**src/rtl/irq_ctrl_pkg.sv**
```systemverilog
package irq_ctrl_pkg;
  localparam int NUM_CH = 2;
  localparam int CH_NORM = 0;
  localparam int CH_FAST = 1;

  // Per-channel offsets: channel c sits at base c*8
  localparam int OFS_STAT    = 0;
  localparam int OFS_RAW     = 1;
  localparam int OFS_EN_SET  = 2;
  localparam int OFS_EN_CLR  = 3;
  localparam int OFS_SW_SET  = 4;
  localparam int OFS_SW_CLR  = 5;
  localparam int CH_STRIDE   = 8;

  typedef struct packed {
    logic [NUM_CH-1:0] en_set;
    logic [NUM_CH-1:0] en_clr;
    logic              sw_set;
    logic              sw_clr;
  } wr_strobe_t;
endpackage

```
**src/rtl/irq_wr_decode.sv**
```systemverilog
module irq_wr_decode
  import irq_ctrl_pkg::*;
#(
  parameter int ADDR_W = 4
) (
  input  logic [ADDR_W-1:0] addr_i,
  input  logic              wr_en_i,
  output wr_strobe_t        strb_o
);
  always_comb begin
    strb_o = '0;
    for (int c = 0; c < NUM_CH; c++) begin
      strb_o.en_set[c] = wr_en_i && (addr_i == ADDR_W'(c * CH_STRIDE + OFS_EN_SET));
      strb_o.en_clr[c] = wr_en_i && (addr_i == ADDR_W'(c * CH_STRIDE + OFS_EN_CLR));
    end
    strb_o.sw_set = wr_en_i && (addr_i == ADDR_W'(OFS_SW_SET));
    strb_o.sw_clr = wr_en_i && (addr_i == ADDR_W'(OFS_SW_CLR));
  end
endmodule

```
**src/rtl/irq_mask_reg.sv**
```systemverilog
module irq_mask_reg #(
  parameter int W = 32
) (
  input  logic         clk_i,
  input  logic         rst_ni,
  input  logic         set_i,
  input  logic         clr_i,
  input  logic [W-1:0] wdata_i,
  output logic [W-1:0] mask_o
);
  always_ff @(posedge clk_i or negedge rst_ni) begin
    if (!rst_ni)    mask_o <= '0;
    else if (set_i) mask_o <= mask_o | wdata_i;
    else if (clr_i) mask_o <= mask_o & ~wdata_i;
  end
endmodule

```
**src/rtl/irq_src_stage.sv**
```systemverilog
module irq_src_stage #(
  parameter int W = 32
) (
  input  logic         clk_i,
  input  logic         rst_ni,
  input  logic [W-1:0] src_i,
  input  logic         sw_set_i,
  input  logic         sw_clr_i,
  input  logic         wbit0_i,
  output logic [W-1:0] raw_o
);
  logic [W-1:0] src_q;
  logic         sw_q;

  always_ff @(posedge clk_i or negedge rst_ni) begin
    if (!rst_ni) begin
      src_q <= '0;
      sw_q  <= 1'b0;
    end else begin
      src_q <= src_i;
      if (sw_set_i && wbit0_i)      sw_q <= 1'b1;
      else if (sw_clr_i && wbit0_i) sw_q <= 1'b0;
    end
  end

  assign raw_o = {src_q[W-1:1], src_q[0] | sw_q};
endmodule

```
**src/rtl/irq_out_stage.sv**
```systemverilog
module irq_out_stage #(
  parameter int W = 32
) (
  input  logic         clk_i,
  input  logic         rst_ni,
  input  logic [W-1:0] raw_i,
  input  logic [W-1:0] mask_i,
  output logic [W-1:0] stat_o,
  output logic         req_o
);
  assign stat_o = raw_i & mask_i;

  always_ff @(posedge clk_i or negedge rst_ni) begin
    if (!rst_ni) req_o <= 1'b0;
    else         req_o <= |stat_o;
  end
endmodule

```
**src/rtl/dual_irq_ctrl.sv**
```systemverilog
module dual_irq_ctrl
  import irq_ctrl_pkg::*;
#(
  parameter int NUM_SRC = 32,
  parameter int ADDR_W  = 4
) (
  input  logic               clk_i,
  input  logic               rst_ni,
  input  logic [NUM_SRC-1:0] src_i,
  input  logic [ADDR_W-1:0]  addr_i,
  input  logic               wr_en_i,
  input  logic [NUM_SRC-1:0] wdata_i,
  output logic [NUM_SRC-1:0] rdata_o,
  output logic               irq_o,
  output logic               fiq_o
);
  wr_strobe_t                       strb;
  logic [NUM_SRC-1:0]               raw_lvl;
  logic [NUM_CH-1:0][NUM_SRC-1:0]   mask_q;
  logic [NUM_CH-1:0][NUM_SRC-1:0]   stat;
  logic [NUM_CH-1:0]                req;
  logic [NUM_SRC-1:0]               irq_mask;
  logic [NUM_SRC-1:0]               fiq_mask;

  irq_wr_decode #(.ADDR_W(ADDR_W)) i_dec (
    .addr_i (addr_i),
    .wr_en_i(wr_en_i),
    .strb_o (strb)
  );

  irq_src_stage #(.W(NUM_SRC)) i_src (
    .clk_i   (clk_i),
    .rst_ni  (rst_ni),
    .src_i   (src_i),
    .sw_set_i(strb.sw_set),
    .sw_clr_i(strb.sw_clr),
    .wbit0_i (wdata_i[0]),
    .raw_o   (raw_lvl)
  );

  for (genvar c = 0; c < NUM_CH; c++) begin : g_ch
    irq_mask_reg #(.W(NUM_SRC)) i_mask (
      .clk_i  (clk_i),
      .rst_ni (rst_ni),
      .set_i  (strb.en_set[c]),
      .clr_i  (strb.en_clr[c]),
      .wdata_i(wdata_i),
      .mask_o (mask_q[c])
    );
    irq_out_stage #(.W(NUM_SRC)) i_out (
      .clk_i (clk_i),
      .rst_ni(rst_ni),
      .raw_i (raw_lvl),
      .mask_i(mask_q[c]),
      .stat_o(stat[c]),
      .req_o (req[c])
    );
  end

  assign irq_mask = mask_q[CH_NORM];
  assign fiq_mask = mask_q[CH_FAST];
  assign irq_o    = req[CH_NORM];
  assign fiq_o    = req[CH_FAST];

  always_comb begin
    rdata_o = '0;
    for (int c = 0; c < NUM_CH; c++) begin
      if (addr_i == ADDR_W'(c * CH_STRIDE + OFS_STAT))   rdata_o = stat[c];
      if (addr_i == ADDR_W'(c * CH_STRIDE + OFS_RAW))    rdata_o = raw_lvl;
      if (addr_i == ADDR_W'(c * CH_STRIDE + OFS_EN_SET)) rdata_o = mask_q[c];
    end
    if (addr_i == ADDR_W'(OFS_SW_SET)) rdata_o = {{(NUM_SRC-1){1'b0}}, raw_lvl[0]};
  end
endmodule

```
**config.mk**
```make
export PLATFORM = sky130hd
export DESIGN_NAME = dual_irq_ctrl
export DESIGN_NICKNAME = d
export VERILOG_FILES = /design/src/rtl/irq_ctrl_pkg.sv /design/src/rtl/irq_wr_decode.sv /design/src/rtl/irq_mask_reg.sv /design/src/rtl/irq_src_stage.sv /design/src/rtl/irq_out_stage.sv /design/src/rtl/dual_irq_ctrl.sv
export SDC_FILE = /design/constraint.sdc
export NUM_CORES = 1
export LEC_CHECK = 0
export BUFFER_PORTS_ARGS = -buffer_cell sky130_fd_sc_hd__buf_4
export CORE_UTILIZATION = 56
export CTS_BUF_LIST = sky130_fd_sc_hd__clkbuf_16
export DETAILED_ROUTE_END_ITERATION = 8
export GPL_TIMING_DRIVEN = 1
export PLACE_DENSITY = 0.82
export SLEW_MARGIN = 15
export SYNTH_ARGS = -nofsm -noshare
export SYNTH_HDL_FRONTEND = slang
export SYNTH_SLANG_ARGS = --single-unit
```
**constraint.sdc**
```tcl
create_clock -name clk_i -period 2.1 [get_ports clk_i]
set_input_delay 0 -clock clk_i [delete_from_list [all_inputs] [get_ports clk_i]]
set_output_delay 0 -clock clk_i [all_outputs]
set_load 0.005 [all_outputs]
```
Word level (Yosys, flattened, before mapping). Cells that the tools add are included.

Register bits: 99. Input port bits: 71. Output and inout bits: 34. Word-level logic and storage cells: 50.

Eq/ne operators: 9. Muxes and demuxes: 13. Bitwise logic cells: 8. Reductions and logical operators: 14.

Operators by type and width (count): 32-bit two-way mux (11); 32-bit bitwise AND (4); 32-bit OR (2); 32-bit OR reduction (2); 32-bit inverter (1); 4-bit equality test (second input constant) (4); 4-bit by 2-bit equality test with 1-bit output (second input constant) (2); 4-bit by 3-bit equality test with 1-bit output (second input constant) (2); 1-bit logical AND (8); 2-bit nonzero test (3); 4-bit by 1-bit equality test with 1-bit output (second input constant) (1); 4-bit zero test (1); 1-bit two-way mux (2); 1-bit OR (1).

Depth between registers and ports, before layout. Gate-level depths: netlist (run 1).

Depth after elaboration: 9. Mapped depth: 8. Depth with buffers taken out: 4.

Hierarchy. From an unflattened synthesis (run 1), not the netlist that was laid out.

Cell total of the unflattened synthesis: 728. Area, all modules: 6830.3 sq um.

Modules (own cells, without submodules): dual_irq_ctrl (instances 1, cells each 353, area each 2543.7 sq um, sequential area each 0.0 sq um); irq_mask_reg (instances 2, cells each 102, area each 1249.9 sq um, sequential area each 800.8 sq um); irq_src_stage (instances 1, cells each 67, area each 1077.3 sq um, sequential area each 825.8 sq um); irq_out_stage (instances 2, cells each 46, area each 322.8 sq um, sequential area each 25.0 sq um); irq_wr_decode (instances 1, cells each 12, area each 63.8 sq um, sequential area each 0.0 sq um).

Least setup slack after synthesis (run 1). OpenSTA, ideal clock, no wires.

Path kind: flip-flop to flip-flop. Start point: register i_src.sw_q. End point: register g_ch[1].i_out.req_o. Setup time: 0.139 ns. Data arrival time: 1.422 ns. Data required time: 1.961 ns. Setup slack: 0.540 ns. Cell stages (with the launch flop): 5. Path buffers: 0. Period minus slack after synthesis: 1.560 ns. Path through: dfrtp_1 -> or2_1 -> a222oi_1 -> nand2_1 -> or4b_1.

Word-level cells in the longest chain between the ends: 3.

Ends and longest elaborated chain: start: declaration (RTL line irq_src_stage.sv:13) `logic sw_q;`; start signal: assignment (RTL line irq_src_stage.sv:18) `sw_q <= 1'b0;`; start signal: assignment (RTL line irq_src_stage.sv:21) `if (sw_set_i && wbit0_i) sw_q <= 1'b1;`; start signal: assignment (RTL line irq_src_stage.sv:22) `else if (sw_clr_i && wbit0_i) sw_q <= 1'b0;`; 1-bit OR (RTL line irq_src_stage.sv:26) `assign raw_o = {src_q[W-1:1], src_q[0] | sw_q};`; 32-bit bitwise AND (RTL line irq_out_stage.sv:11) `assign stat_o = raw_i & mask_i;`; 32-bit OR reduction (RTL line irq_out_stage.sv:15) `else req_o <= |stat_o;`; end signal: assignment (RTL line irq_out_stage.sv:15); end: declaration (RTL line irq_out_stage.sv:9) `output logic req_o`.

Every way passes these cells. A chain may end at the register's enable or synchronous reset.

Final worst setup path (run 1).
Start point: register i_src.src_q[6]. End point: register g_ch[1].i_out.req_o.

Word-level cells in the longest chain between the ends: 2.

Ends and longest elaborated chain: start: declaration (RTL line irq_src_stage.sv:12) `logic [W-1:0] src_q;`; start signal: assignment (RTL line irq_src_stage.sv:20) `src_q <= src_i;`; 32-bit bitwise AND (RTL line irq_out_stage.sv:11); 32-bit OR reduction (RTL line irq_out_stage.sv:15).

Every way passes these cells.

==> metrics.log, run 1 <==
[metrics] initial antenna violation count: 0
[metrics] row count: 36
[metrics] Async SR Flop Fraction: 100%
[metrics] shortest clock period the worst path allows after layout: 1.84 ns
[metrics] via count of the first global-routing pass: 5265
[metrics] fraction of synthesized area in multiplexers: 11.3%
[metrics] root cell of the clock tree: sky130_fd_sc_hd__clkbuf_16
[metrics] number of endpoints with negative hold slack in the final report: 0
[metrics] pre-CTS WS: 0.302 ns
[metrics] Pleak: 3.86 nW
[metrics] iteration-0 DRC count of the detailed router: 525
[metrics] power share of the sequential group: 49.0%
[metrics] H-tree levels: 3
[metrics] synthesized area per cell: 9.96 um^2
[metrics] Worst Clk Skew: 0.00409 ns
[metrics] drt first pass iters: 5
[metrics] maximum vdd ir drop: 0.769 mV
[metrics] antenna-violating nets left: 0
[metrics] Crit Path Class: register to register
[metrics] element type at the critical path start: register
[metrics] Min-Delay Path Depth: 2
[metrics] P per Cell Area: 724 mW/mm^2
[metrics] Worst slew margin: 66.0%
[metrics] maximum fanout count along the critical path: 5
[metrics] share of the clock period used by the worst path: 87.5%
[metrics] setup repair after global routing missed its margin: false
[metrics] wire length reported by the detailed router: 18000 um
[metrics] data required time at the worst endpoint: 2.33 ns
[metrics] summed area of non-filler cells in the final layout: 0.00750 mm^2
[metrics] drt drc: 0
[metrics] overall die area: 0.0105 mm^2
[metrics] total via count in the routed design: 5502
[metrics] mean routed wirelength per cell: 20.9 um
[metrics] FMAX: 544 MHz
[metrics] adder-cell share of the synthesized area: 0%
[metrics] relative contribution of the clock network to total power: 29.1%
[metrics] number of diodes: 0
[metrics] post-synthesis compound-gate area fraction: 27.5%
[metrics] cell accounting for the most synthesized area: sky130_fd_sc_hd__dfrtp_1
[metrics] total global routing overflow: 0
[metrics] top-level I/O count: 105
[metrics] Overall Power: 5.44 mW
[metrics] switching part of the total power: 32.7%
[metrics] number of warnings reported in the yosys synthesis log: 0
[metrics] Setup crit end kind: register
[metrics] total number of nets in the final design: 795
[metrics] CTS sink count: 99
[metrics] part of the Yosys area used for sequential elements: 43.8%
[metrics] placed wire-length estimate after detailed placement: 11700 um
[metrics] status: finished clean
[metrics] TritonCTS clock tree: built
[metrics] max-slew violation count: 0
[metrics] Least-Margin Pin Slew: 0.510 ns
[metrics] count of flip-flops with a built-in enable after synthesis: 0
[metrics] Die Span X: 103 um
[metrics] fill cell instance count of the final layout: 633
[metrics] number of clock buffers inserted by TritonCTS: 9
[metrics] placed instance area: 0.00657 mm^2
[metrics] number of nets in the synthesized netlist: 639
[metrics] Synth Register Bits: 99
[metrics] number of distinct library cells after synthesis: 44
[metrics] CP Launch Point: i_src.src_q[6]
[metrics] post-cts resize count: 0
[metrics] Critical Path AT: 2.07 ns
[metrics] primary flip-flop cell chosen by synthesis mapping: sky130_fd_sc_hd__dfrtp_1
[metrics] placer's final routability congestion estimate: 0.933
[metrics] critical register-to-register path startpoint: i_src.src_q[6]
[metrics] area share of and/or/nand/nor cells after synthesis: 8.51%
[metrics] starting density of the core: 57.9%
[metrics] Overall Global Routing Usage: 35.9%
[metrics] layout overhead on the synthesized area: 32.6%
[metrics] global-route wire length before repair: 27800 um
[metrics] Pint: 3.66 mW
[metrics] final standard cell count with taps included and fillers excluded: 862
[metrics] total of buffers placed on input and output ports: 104
[metrics] Combinational Power Share: 21.9%
[metrics] Synth area leaders: sky130_fd_sc_hd__dfrtp_1 44%, sky130_fd_sc_hd__mux2i_1 11%, sky130_fd_sc_hd__a211oi_1 6.4%
[metrics] buffer depth of the longest clock path: 2
[metrics] pin count of the biggest net entering global routing: 64
[metrics] xor-xnor portion of the synthesized cell area: 0%
[metrics] clock-pin slew on the worst setup and hold paths: 0.07 ns
[metrics] layout cells sized above 1: 22.4%
[metrics] setup_tns: 0 ns
[metrics] number of vias per cell: 6.38
[metrics] number of cells after detailed placement: 780
[metrics] Yosys top cell area share: 43.8%
[metrics] Setup-failing EPs final: 0
[metrics] switching power summed over all nets: 1.78 mW
[metrics] instance count of the mapped netlist: 568
[metrics] path type of the worst min-delay path: primary input to register
[metrics] Die Y: 103 um
[metrics] max-capacitance violation count: 0
[metrics] crit path setup slack, layout: 0.262 ns
[metrics] main combinational cell family by area after synthesis: compound AO/OA/AOI/OAI gates
[metrics] hold_sp: addr_i[0]
[metrics] cell area after synthesis: 0.00566 mm^2
[metrics] depth of the worst register-to-register path: 4
[metrics] clock network latency to the later pin of the worst-skew pair: 0.36 ns
[metrics] Hold Worst Slack: 0.100 ns
[metrics] standard cell core area: 0.00977 mm^2
[metrics] utilization of the core after routing: 76.8%
[routing by layer]
metal,routed length [um],vias up,GRT usage [%]
met4,472,0,15.5
li1,-,2412,-
met2,8720,374,57.1
met1,6960,2668,47.0
met3,1870,48,8.61
met5,0,-,0
[power by group through the flow]
stage,clock network (mW),logic (mW),registers [mW]
floorplan,0,0.684,2.52
global placement,0,1.04,2.66
detailed placement,0,1.08,2.68
CTS,1.61,1.19,2.64
global route,1.68,1.31,2.69
finish,1.58,1.19,2.66
[cell usage after synthesis (all sizes together) (3+ instances only)]
library cell  count
a211oi           59
a21o             29
a21oi             4
a221oi            5
a222oi            3
a22o              5
a22oi            19
a32o             29
buf              35
clkbuf           13
dfrtp            99
inv              66
mux2i            64
nand2            68
nand2b            3
nand4             4
nor2              5
nor3              4
nor4              3
nor4b             3
o22ai            31
[critical path, stage by stage, from the launching register on]
cell and delay, ns:
sky130_fd_sc_hd__dfrtp_1 0.43, sky130_fd_sc_hd__a22o_1 0.25, sky130_fd_sc_hd__a221oi_1 0.33, sky130_fd_sc_hd__nand4_1 0.16, sky130_fd_sc_hd__or4b_1 0.55
[layout by cell type (no fill, tap or decap), drive strengths merged, types with 9 or more instances in the layout]
cell,n
o22ai,31
a22oi,19
dlygate4sd3,66
clkbuf,9
a32o,29
a21o,29
a211oi,59
buf,127
inv,68
nand2,68
mux2i,64
dfrtp,99
[layout make-up]
| type | instances | area (um^2) | area share, % |
|---|---|---|---|
| tap | 133 | 166 | 2.22 |
| sequential | 99 | 2480 | 33.0 |
| multi-input combinational | 355 | 2710 | 36.1 |
| timing repair buffer | 193 | 1630 | 21.7 |
| inverter | 66 | 248 | 3.30 |
| clock inverter | 7 | 50.0 | 0.667 |
| clock buffer | 9 | 225 | 3.00 |
[cells by family after synthesis]
| kind of cell | Yosys count |
|---|---|
| flops | 99 |
| compound gates | 194 |
| buf+inv | 114 |
| mux | 64 |
| simple gates | 97 |
[final timing paths]
check	to	slack, ns
max in group asynchronous	async pin	1.23
worst max register to register	g_ch[1].i_out.req_o	0.26
worst min-delay path	register	0.10
worst max-delay path	g_ch[1].i_out.req_o	0.26
worst min register to register	i_src.sw_q	0.54
min in group asynchronous	async pin	0.15
[repair_timing]
action,CTS,global route
hold buffers,66,0
endpoints found under the setup margin,0,0
setup buffers,0,0
endpoints found under the hold margin,133,0
(Power assumes the default switching activity.)
==> run 2, diff against run 1 <==
RECOVER_POWER = 50   (was default)
==> run 2 against run 1 <==
Critical endpoint unchanged. Critical path depth unchanged. Via count down 0.13%. Die area unchanged. Design area down 0.13%. Largest cell class unchanged. Cell count unchanged. Highest routed layer unchanged.
==> metrics.log, run 2 (synthesis gave the netlist of run 1 again) <==
[metrics] status: finished clean (unchanged)
[metrics] top-level I/O count: 105 (unchanged)
[metrics] number of cells after detailed placement: 780 (unchanged)
[metrics] Crit Path Class: register to register (unchanged)
[metrics] switching power summed over all nets: 1.78 mW (about the same)
[metrics] total number of nets in the final design: 795 (unchanged)
[metrics] path type of the worst min-delay path: primary input to register (unchanged)
[metrics] Least-Margin Pin Slew: 0.998 ns (was 0.510 ns)
[metrics] Worst Clk Skew: 0.00417 ns (was 0.00409 ns)
[metrics] placed instance area: 0.00657 mm^2 (unchanged)
[metrics] overall die area: 0.0105 mm^2 (unchanged)
[metrics] routing usage on met2: 57.1% (unchanged)
[metrics] final standard cell count with taps included and fillers excluded: 862 (unchanged)
[metrics] Die Y: 103 um (unchanged)
[metrics] relative contribution of the clock network to total power: 29.1% (about the same)
[metrics] setup_tns: 0 ns (unchanged)
[metrics] Critical Path AT: 2.06 ns (was 2.07 ns)
[metrics] Setup crit end kind: register (unchanged)
[metrics] crit path max-delay cell type: sky130_fd_sc_hd__or4b_1 (unchanged)
[metrics] commonest cells after routing, fill and taps aside: 99 x sky130_fd_sc_hd__dfrtp_1, 91 x sky130_fd_sc_hd__buf_4, 68 x sky130_fd_sc_hd__nand2_1 (was 126 x sky130_fd_sc_hd__buf_4, 99 x sky130_fd_sc_hd__dfrtp_1, 68 x sky130_fd_sc_hd__nand2_1)
[metrics] row count: 36 (unchanged)
[metrics] setup repair after global routing missed its margin: false (unchanged)
[metrics] max-capacitance violation count: 0 (unchanged)
[metrics] mean routed wirelength per cell: 20.9 um (about the same)
[metrics] fill cell instance count of the final layout: 638 (was 633)
[metrics] data required time at the worst endpoint: 2.33 ns (about the same)
[metrics] starting density of the core: 57.9% (unchanged)
[metrics] placed wire-length estimate after detailed placement: 11700 um (unchanged)
[metrics] shortest clock period the worst path allows after layout: 1.82 ns (was 1.84 ns)
[metrics] Overall Global Routing Usage: 35.9% (unchanged)
[metrics] CTS sink count: 99 (unchanged)
[metrics] maximum fanout count along the critical path: 5 (unchanged)
[metrics] initial antenna violation count: 0 (unchanged)
[metrics] Worst slew margin: 33.5% (was 66.0%)
[metrics] Die Span X: 103 um (unchanged)
[metrics] max-slew violation count: 0 (unchanged)
[metrics] FMAX: 548 MHz (was 544 MHz)
[metrics] root cell of the clock tree: sky130_fd_sc_hd__clkbuf_16 (unchanged)
[metrics] iteration-0 DRC count of the detailed router: 579 (was 525)
[metrics] TritonCTS clock tree: built (unchanged)
[metrics] total global routing overflow: 0 (unchanged)
[metrics] number of diodes: 0 (unchanged)
[metrics] layout cells sized above 1: 22.1% (was 22.4%)
[metrics] H-tree levels: 3 (unchanged)
[metrics] power share of the sequential group: 49.0% (about the same)
[metrics] standard cell core area: 0.00977 mm^2 (unchanged)
[metrics] maximum vdd ir drop: 0.764 mV (was 0.769 mV)
[metrics] clock network latency to the later pin of the worst-skew pair: 0.36 ns (about the same)
[metrics] met1 Use GR: 47.0% (unchanged)
[metrics] wire length reported by the detailed router: 18000 um (about the same)
[metrics] buffer depth of the longest clock path: 2 (unchanged)
[metrics] pre-CTS WS: 0.302 ns (unchanged)
[metrics] element type at the critical path start: register (unchanged)
[metrics] pin count of the biggest net entering global routing: 64 (unchanged)
[metrics] hold_sp: addr_i[0] (unchanged)
[metrics] total via count in the routed design: 5495 (was 5502)
[metrics] switching part of the total power: 32.7% (about the same)
[metrics] clock-pin slew on the worst setup and hold paths: 0.07 ns (about the same)
[metrics] drt drc: 0 (unchanged)
[metrics] post-cts resize count: 0 (unchanged)
[metrics] number of endpoints with negative hold slack in the final report: 0 (unchanged)
[metrics] antenna-violating nets left: 0 (unchanged)
[metrics] number of vias per cell: 6.37 (was 6.38)
[metrics] total of buffers placed on input and output ports: 104 (unchanged)
[metrics] worst setup slack for register-to-register paths: 0.28 ns (was 0.26 ns)
[metrics] layout overhead on the synthesized area: 32.4% (was 32.6%)
[metrics] P per Cell Area: 724 mW/mm^2 (about the same)
[metrics] via count of the first global-routing pass: 5265 (unchanged)
[metrics] cells traversed along the worst timing path: a22o_1, a221oi_1, nand4_1, or4b_1 (unchanged)
[metrics] Overall Power: 5.43 mW (was 5.44 mW)
[metrics] number of clock buffers inserted by TritonCTS: 9 (unchanged)
[metrics] Pint: 3.65 mW (was 3.66 mW)
[metrics] drt first pass iters: 5 (unchanged)
[metrics] critical register-to-register path startpoint: i_src.src_q[6] (unchanged)
[metrics] CP Launch Point: i_src.src_q[6] (unchanged)
[metrics] met3 layer usage reported by global route: 8.61% (unchanged)
[metrics] Setup-failing EPs final: 0 (unchanged)
[metrics] global-route wire length before repair: 27800 um (unchanged)
[metrics] Combinational Power Share: 21.9% (about the same)
[metrics] busiest layer in global routing: met2 (unchanged)
[metrics] most common cell after layout, fill and taps aside: sky130_fd_sc_hd__dfrtp_1 (was sky130_fd_sc_hd__buf_4)
[metrics] Hold Worst Slack: 0.0986 ns (was 0.100 ns)
[metrics] delay of the slowest critical-path stage: 0.54 ns (was 0.55 ns)
[metrics] share of the clock period used by the worst path: 86.9% (was 87.5%)
[metrics] utilization of the core after routing: 76.7% (was 76.8%)
[metrics] crit path setup slack, layout: 0.275 ns (was 0.262 ns)
[metrics] Pleak: 3.85 nW (was 3.86 nW)
[metrics] placer's final routability congestion estimate: 0.933 (unchanged)
[metrics] summed area of non-filler cells in the final layout: 0.00749 mm^2 (was 0.00750 mm^2)
run 2: worst max-delay path: cells and delay by family (launching register included):
family | cells | cell delay (ns)
simple gates | 2 | 0.68
compound gates | 2 | 0.58
flops | 1 | 0.43
run 2: final timing paths:
| kind | cells after the start | to |
|---|---|---|
| hold reg to reg | 2 | i_src.sw_q |
| setup / recovery | 4 | g_ch[1].i_out.req_o |
| max in group asynchronous | 3 | i_src.src_q[6] |
| hold / removal | 2 | register |
| min in group asynchronous | 2 | async pin |
| setup reg to reg | 4 | g_ch[1].i_out.req_o |
run 2: power by group through the flow:
| stage | clock, mW | combinational (mW) | sequential (mW) |
|---|---|---|---|
| after floorplan | 0 | 0.684 | 2.52 |
| after detailed placement | 0 | 1.08 | 2.68 |
| after CTS | 1.61 | 1.19 | 2.64 |
| after global placement | 0 | 1.04 | 2.66 |
| final | 1.58 | 1.19 | 2.66 |
| after global routing | 1.68 | 1.30 | 2.69 |
run 2: repair_timing:
action / 4_1_cts / 5_1_grt
endpoints found under the setup margin: 0 / 0
endpoints found under the hold margin: 133 / 0
buffers inserted: 0 / 0
hold buffers: 66 / 0
run 2: layout make-up:
type	count	area, um^2	share of cell area [%]
inverter	66	248	3.31
multi-input combinational	355	2710	36.2
clock inverter	7	50.0	0.668
sequential	99	2480	33.1
tap	133	166	2.22
clock buffer	9	225	3.01
timing repair buffer	193	1620	21.6
run 2: metal layers:
layer  up-vias  part of all wire [%]
met5         -                     0
met4         0                   2.9
met3        62                    11
met2       366                    48
met1      2654                    38
li1       2413                     -
==> run 3, diff against run 2 <==
--- a/config.mk
+++ b/config.mk
@@ -10,4 +10,5 @@
 export CTS_BUF_LIST = sky130_fd_sc_hd__clkbuf_16
 export DETAILED_ROUTE_END_ITERATION = 8
+export GPL_ROUTABILITY_DRIVEN = 1
 export GPL_TIMING_DRIVEN = 1
 export PLACE_DENSITY = 0.82
==> constraint.sdc (replaced) <==
create_clock -name clk_i -period 2.1 [get_ports clk_i]
set_input_delay 0 -clock clk_i [delete_from_list [all_inputs] [get_ports clk_i]]
set_output_delay 0 -clock clk_i [all_outputs]
set_load 0.01 [all_outputs]
==> run 3 against run 2 <==
Highest routed layer unchanged. Core utilization down 0.33 points. Critical endpoint unchanged. Largest cell class unchanged. Worst setup slack improved by 0.0022 ns. Power is 0.19% lower.
==> metrics.log, run 3 (synthesis gave the netlist of run 1 again) <==
[metrics] crit path max-delay cell type: sky130_fd_sc_hd__or4b_1 (unchanged)
[metrics] hold_sp: addr_i[3] (was addr_i[0])
[metrics] Worst slew margin: 36.5% (was 33.5%)
[metrics] total number of nets in the final design: 794 (was 795)
[metrics] Setup-failing EPs final: 0 (unchanged)
[metrics] Overall Power: 5.42 mW (was 5.43 mW)
[metrics] endpoint of the most critical register-to-register path: g_ch[1].i_out.req_o (unchanged)
[metrics] worst setup slack for register-to-register paths: 0.28 ns (about the same)
[metrics] clock network latency to the later pin of the worst-skew pair: 0.36 ns (about the same)
[metrics] layout overhead on the synthesized area: 31.9% (was 32.4%)
[metrics] multi-input logic area: 0.00271 mm^2 (unchanged)
[metrics] FMAX: 549 MHz (was 548 MHz)
[metrics] total of buffers placed on input and output ports: 104 (unchanged)
[metrics] FF/Latch Area: 0.00248 mm^2 (unchanged)
[metrics] P per Cell Area: 726 mW/mm^2 (was 724 mW/mm^2)
[metrics] number of vias per cell: 6.51 (was 6.37)
[metrics] data required time at the worst endpoint: 2.33 ns (about the same)
[metrics] placed wire-length estimate after detailed placement: 11800 um (was 11700 um)
[metrics] iteration-0 DRC count of the detailed router: 571 (was 579)
[metrics] max-capacitance violation count: 0 (unchanged)
[metrics] global-route wire length before repair: 29600 um (was 27800 um)
[metrics] drt drc: 0 (unchanged)
[metrics] element type at the critical path start: register (unchanged)
[metrics] mean routed wirelength per cell: 21.8 um (was 20.9 um)
[metrics] path type of the worst min-delay path: primary input to register (unchanged)
[metrics] standard cell core area: 0.00977 mm^2 (unchanged)
[metrics] Min-Delay Path Depth: 4 (was 2)
[metrics] overall die area: 0.0105 mm^2 (unchanged)
[metrics] total global routing overflow: 0 (unchanged)
[metrics] TritonCTS clock tree: built (unchanged)
[metrics] shortest clock period the worst path allows after layout: 1.82 ns (about the same)
[metrics] commonest cells after routing, fill and taps aside: 99 x sky130_fd_sc_hd__dfrtp_1, 90 x sky130_fd_sc_hd__buf_4, 68 x sky130_fd_sc_hd__nand2_1 (was 99 x sky130_fd_sc_hd__dfrtp_1, 91 x sky130_fd_sc_hd__buf_4, 68 x sky130_fd_sc_hd__nand2_1)
[metrics] most common cell after layout, fill and taps aside: sky130_fd_sc_hd__dfrtp_1 (unchanged)
[metrics] terminating pin of the worst hold path: i_src.sw_q
[metrics] Critical Path AT: 2.05 ns (was 2.06 ns)
[metrics] status: finished clean (unchanged)
[metrics] Worst Clk Skew: 0.00859 ns (was 0.00417 ns)
[metrics] critical register-to-register path startpoint: i_src.src_q[27] (was i_src.src_q[6])
[metrics] buffer depth of the longest clock path: 2 (unchanged)
[metrics] share of the clock period used by the worst path: 86.8% (was 86.9%)
[metrics] wire length reported by the detailed router: 18800 um (was 18000 um)
[metrics] starting density of the core: 57.9% (unchanged)
[metrics] via count of the first global-routing pass: 5573 (was 5265)
[metrics] H-tree levels: 3 (unchanged)
[metrics] drt first pass iters: 6 (was 5)
[metrics] setup repair after global routing missed its margin: false (unchanged)
[metrics] Setup crit end kind: register (unchanged)
[metrics] setup_tns: 0 ns (unchanged)
[metrics] Die Span X: 103 um (unchanged)
[metrics] pin count of the biggest net entering global routing: 65 (was 64)
[metrics] depth of the worst register-to-register path: 4 (unchanged)
[metrics] clock-pin slew on the worst setup and hold paths: 0.07 ns (about the same)
[metrics] initial antenna violation count: 0 (unchanged)
[metrics] Die Y: 103 um (unchanged)
[metrics] max-slew violation count: 0 (unchanged)
[metrics] Crit Path Class: register to register (unchanged)
[metrics] Least-Margin Pin Slew: 0.953 ns (was 0.998 ns)
[metrics] cells traversed along the worst timing path: a22o_1, a221oi_1, nand4_1, or4b_1 (unchanged)
[metrics] Pleak: 3.83 nW (was 3.85 nW)
[metrics] maximum fanout count along the critical path: 5 (unchanged)
[metrics] number of endpoints with negative hold slack in the final report: 0 (unchanged)
[metrics] CTS sink count: 99 (unchanged)
[metrics] top-level I/O count: 105 (unchanged)
[metrics] antenna-violating nets left: 0 (unchanged)
[metrics] utilization of the core after routing: 76.3% (was 76.7%)
[metrics] Overall Global Routing Usage: 37.9% (was 35.9%)
[metrics] fill cell instance count of the final layout: 667 (was 638)
[metrics] layout cells sized above 1: 21.3% (was 22.1%)
[metrics] root cell of the clock tree: sky130_fd_sc_hd__clkbuf_16 (unchanged)
[metrics] delay of the slowest critical-path stage: 0.54 ns (about the same)
[metrics] number of clock buffers inserted by TritonCTS: 9 (unchanged)
[metrics] number of diodes: 0 (unchanged)
[metrics] total via count in the routed design: 5603 (was 5495)
[metrics] placer's final routability congestion estimate: 0.957 (was 0.933)
[metrics] row count: 36 (unchanged)
[metrics] maximum vdd ir drop: 0.701 mV (was 0.764 mV)
## run 3: changes by cell type in the layout (fill, tap and decap cells not counted), sizes merged
cell / delta
inv: -1
buf: -1
clkinv: +1
## run 3: layout make-up
class                   count  share of cell area (%)
multi-input cells         355                    36.3
flip-flops and latches     99                    33.2
repair buffers            192                    21.4
inverters                  66                    3.32
clock buffers               9                    3.02
well taps                 133                    2.23
clock inverters             7                   0.486
## run 3: metrics by stage
| stage | instance area [um^2] | hold WS (ns) | worst slack (ns) | std cells |
|---|---|---|---|---|
| after floorplan | 5660 | -0.296 | 0.540 | 568 |
| after global placement | 6560 | -0.0122 | 0.398 | 779 |
| after detailed placement | 6560 | -0.00741 | 0.316 | 779 |
| after CTS | 7480 | 0.152 | 0.303 | 861 |
| after global routing | 7460 | 0.250 | 0.235 | 861 |
| final | 7460 | 0.222 | 0.277 | 861 |
## run 3: how the worst max path moves through the flow
stage                     slack [ns]  cells past startpoint            start             endpoint
after global placement          0.40                      4  i_src.src_q[19]  g_ch[1].i_out.req_o
after floorplan                 0.54                      4       i_src.sw_q  g_ch[1].i_out.req_o
after detailed placement        0.32                      4  i_src.src_q[27]  g_ch[1].i_out.req_o
final                           0.28                      4  i_src.src_q[27]  g_ch[1].i_out.req_o
after global routing            0.23                      4  i_src.src_q[19]  g_ch[1].i_out.req_o
after CTS                       0.30                      4  i_src.src_q[27]  g_ch[1].i_out.req_o
## run 3: worst max-delay path: cells and delay by family (launching register included)
| family | cells | cell delay, ns |
|---|---|---|
| flip-flops | 1 | 0.45 |
| AND/OR/NAND/NOR | 2 | 0.67 |
| AO/OA/AOI/OAI | 2 | 0.58 |
## run 3: routing by layer
| metal | up-vias | routed length [um] | global-route usage [%] |
|---|---|---|---|
| li1 | 2410 | - | - |
| met2 | 404 | 9040 | 60.3 |
| met4 | 0 | 704 | 16.6 |
| met3 | 82 | 2030 | 10.6 |
| met1 | 2707 | 7030 | 48.6 |
| met5 | - | 0 | 0 |
## run 3: what timing repair did
action | 4_1_cts | 5_1_grt
resized for setup | 0 | 0
endpoints found under the setup margin | 0 | 0
hold buffers | 66 | 0
endpoints found under the hold margin | 132 | 0
setup buffers | 0 | 0
## run 3: power breakdown
| group | total (mW) | internal [mW] | switching [mW] |
|---|---|---|---|
| Sequential | 2.67 | 2.23 | 0.439 |
| Combinational | 1.23 | 0.617 | 0.617 |
| Clock | 1.51 | 0.786 | 0.728 |
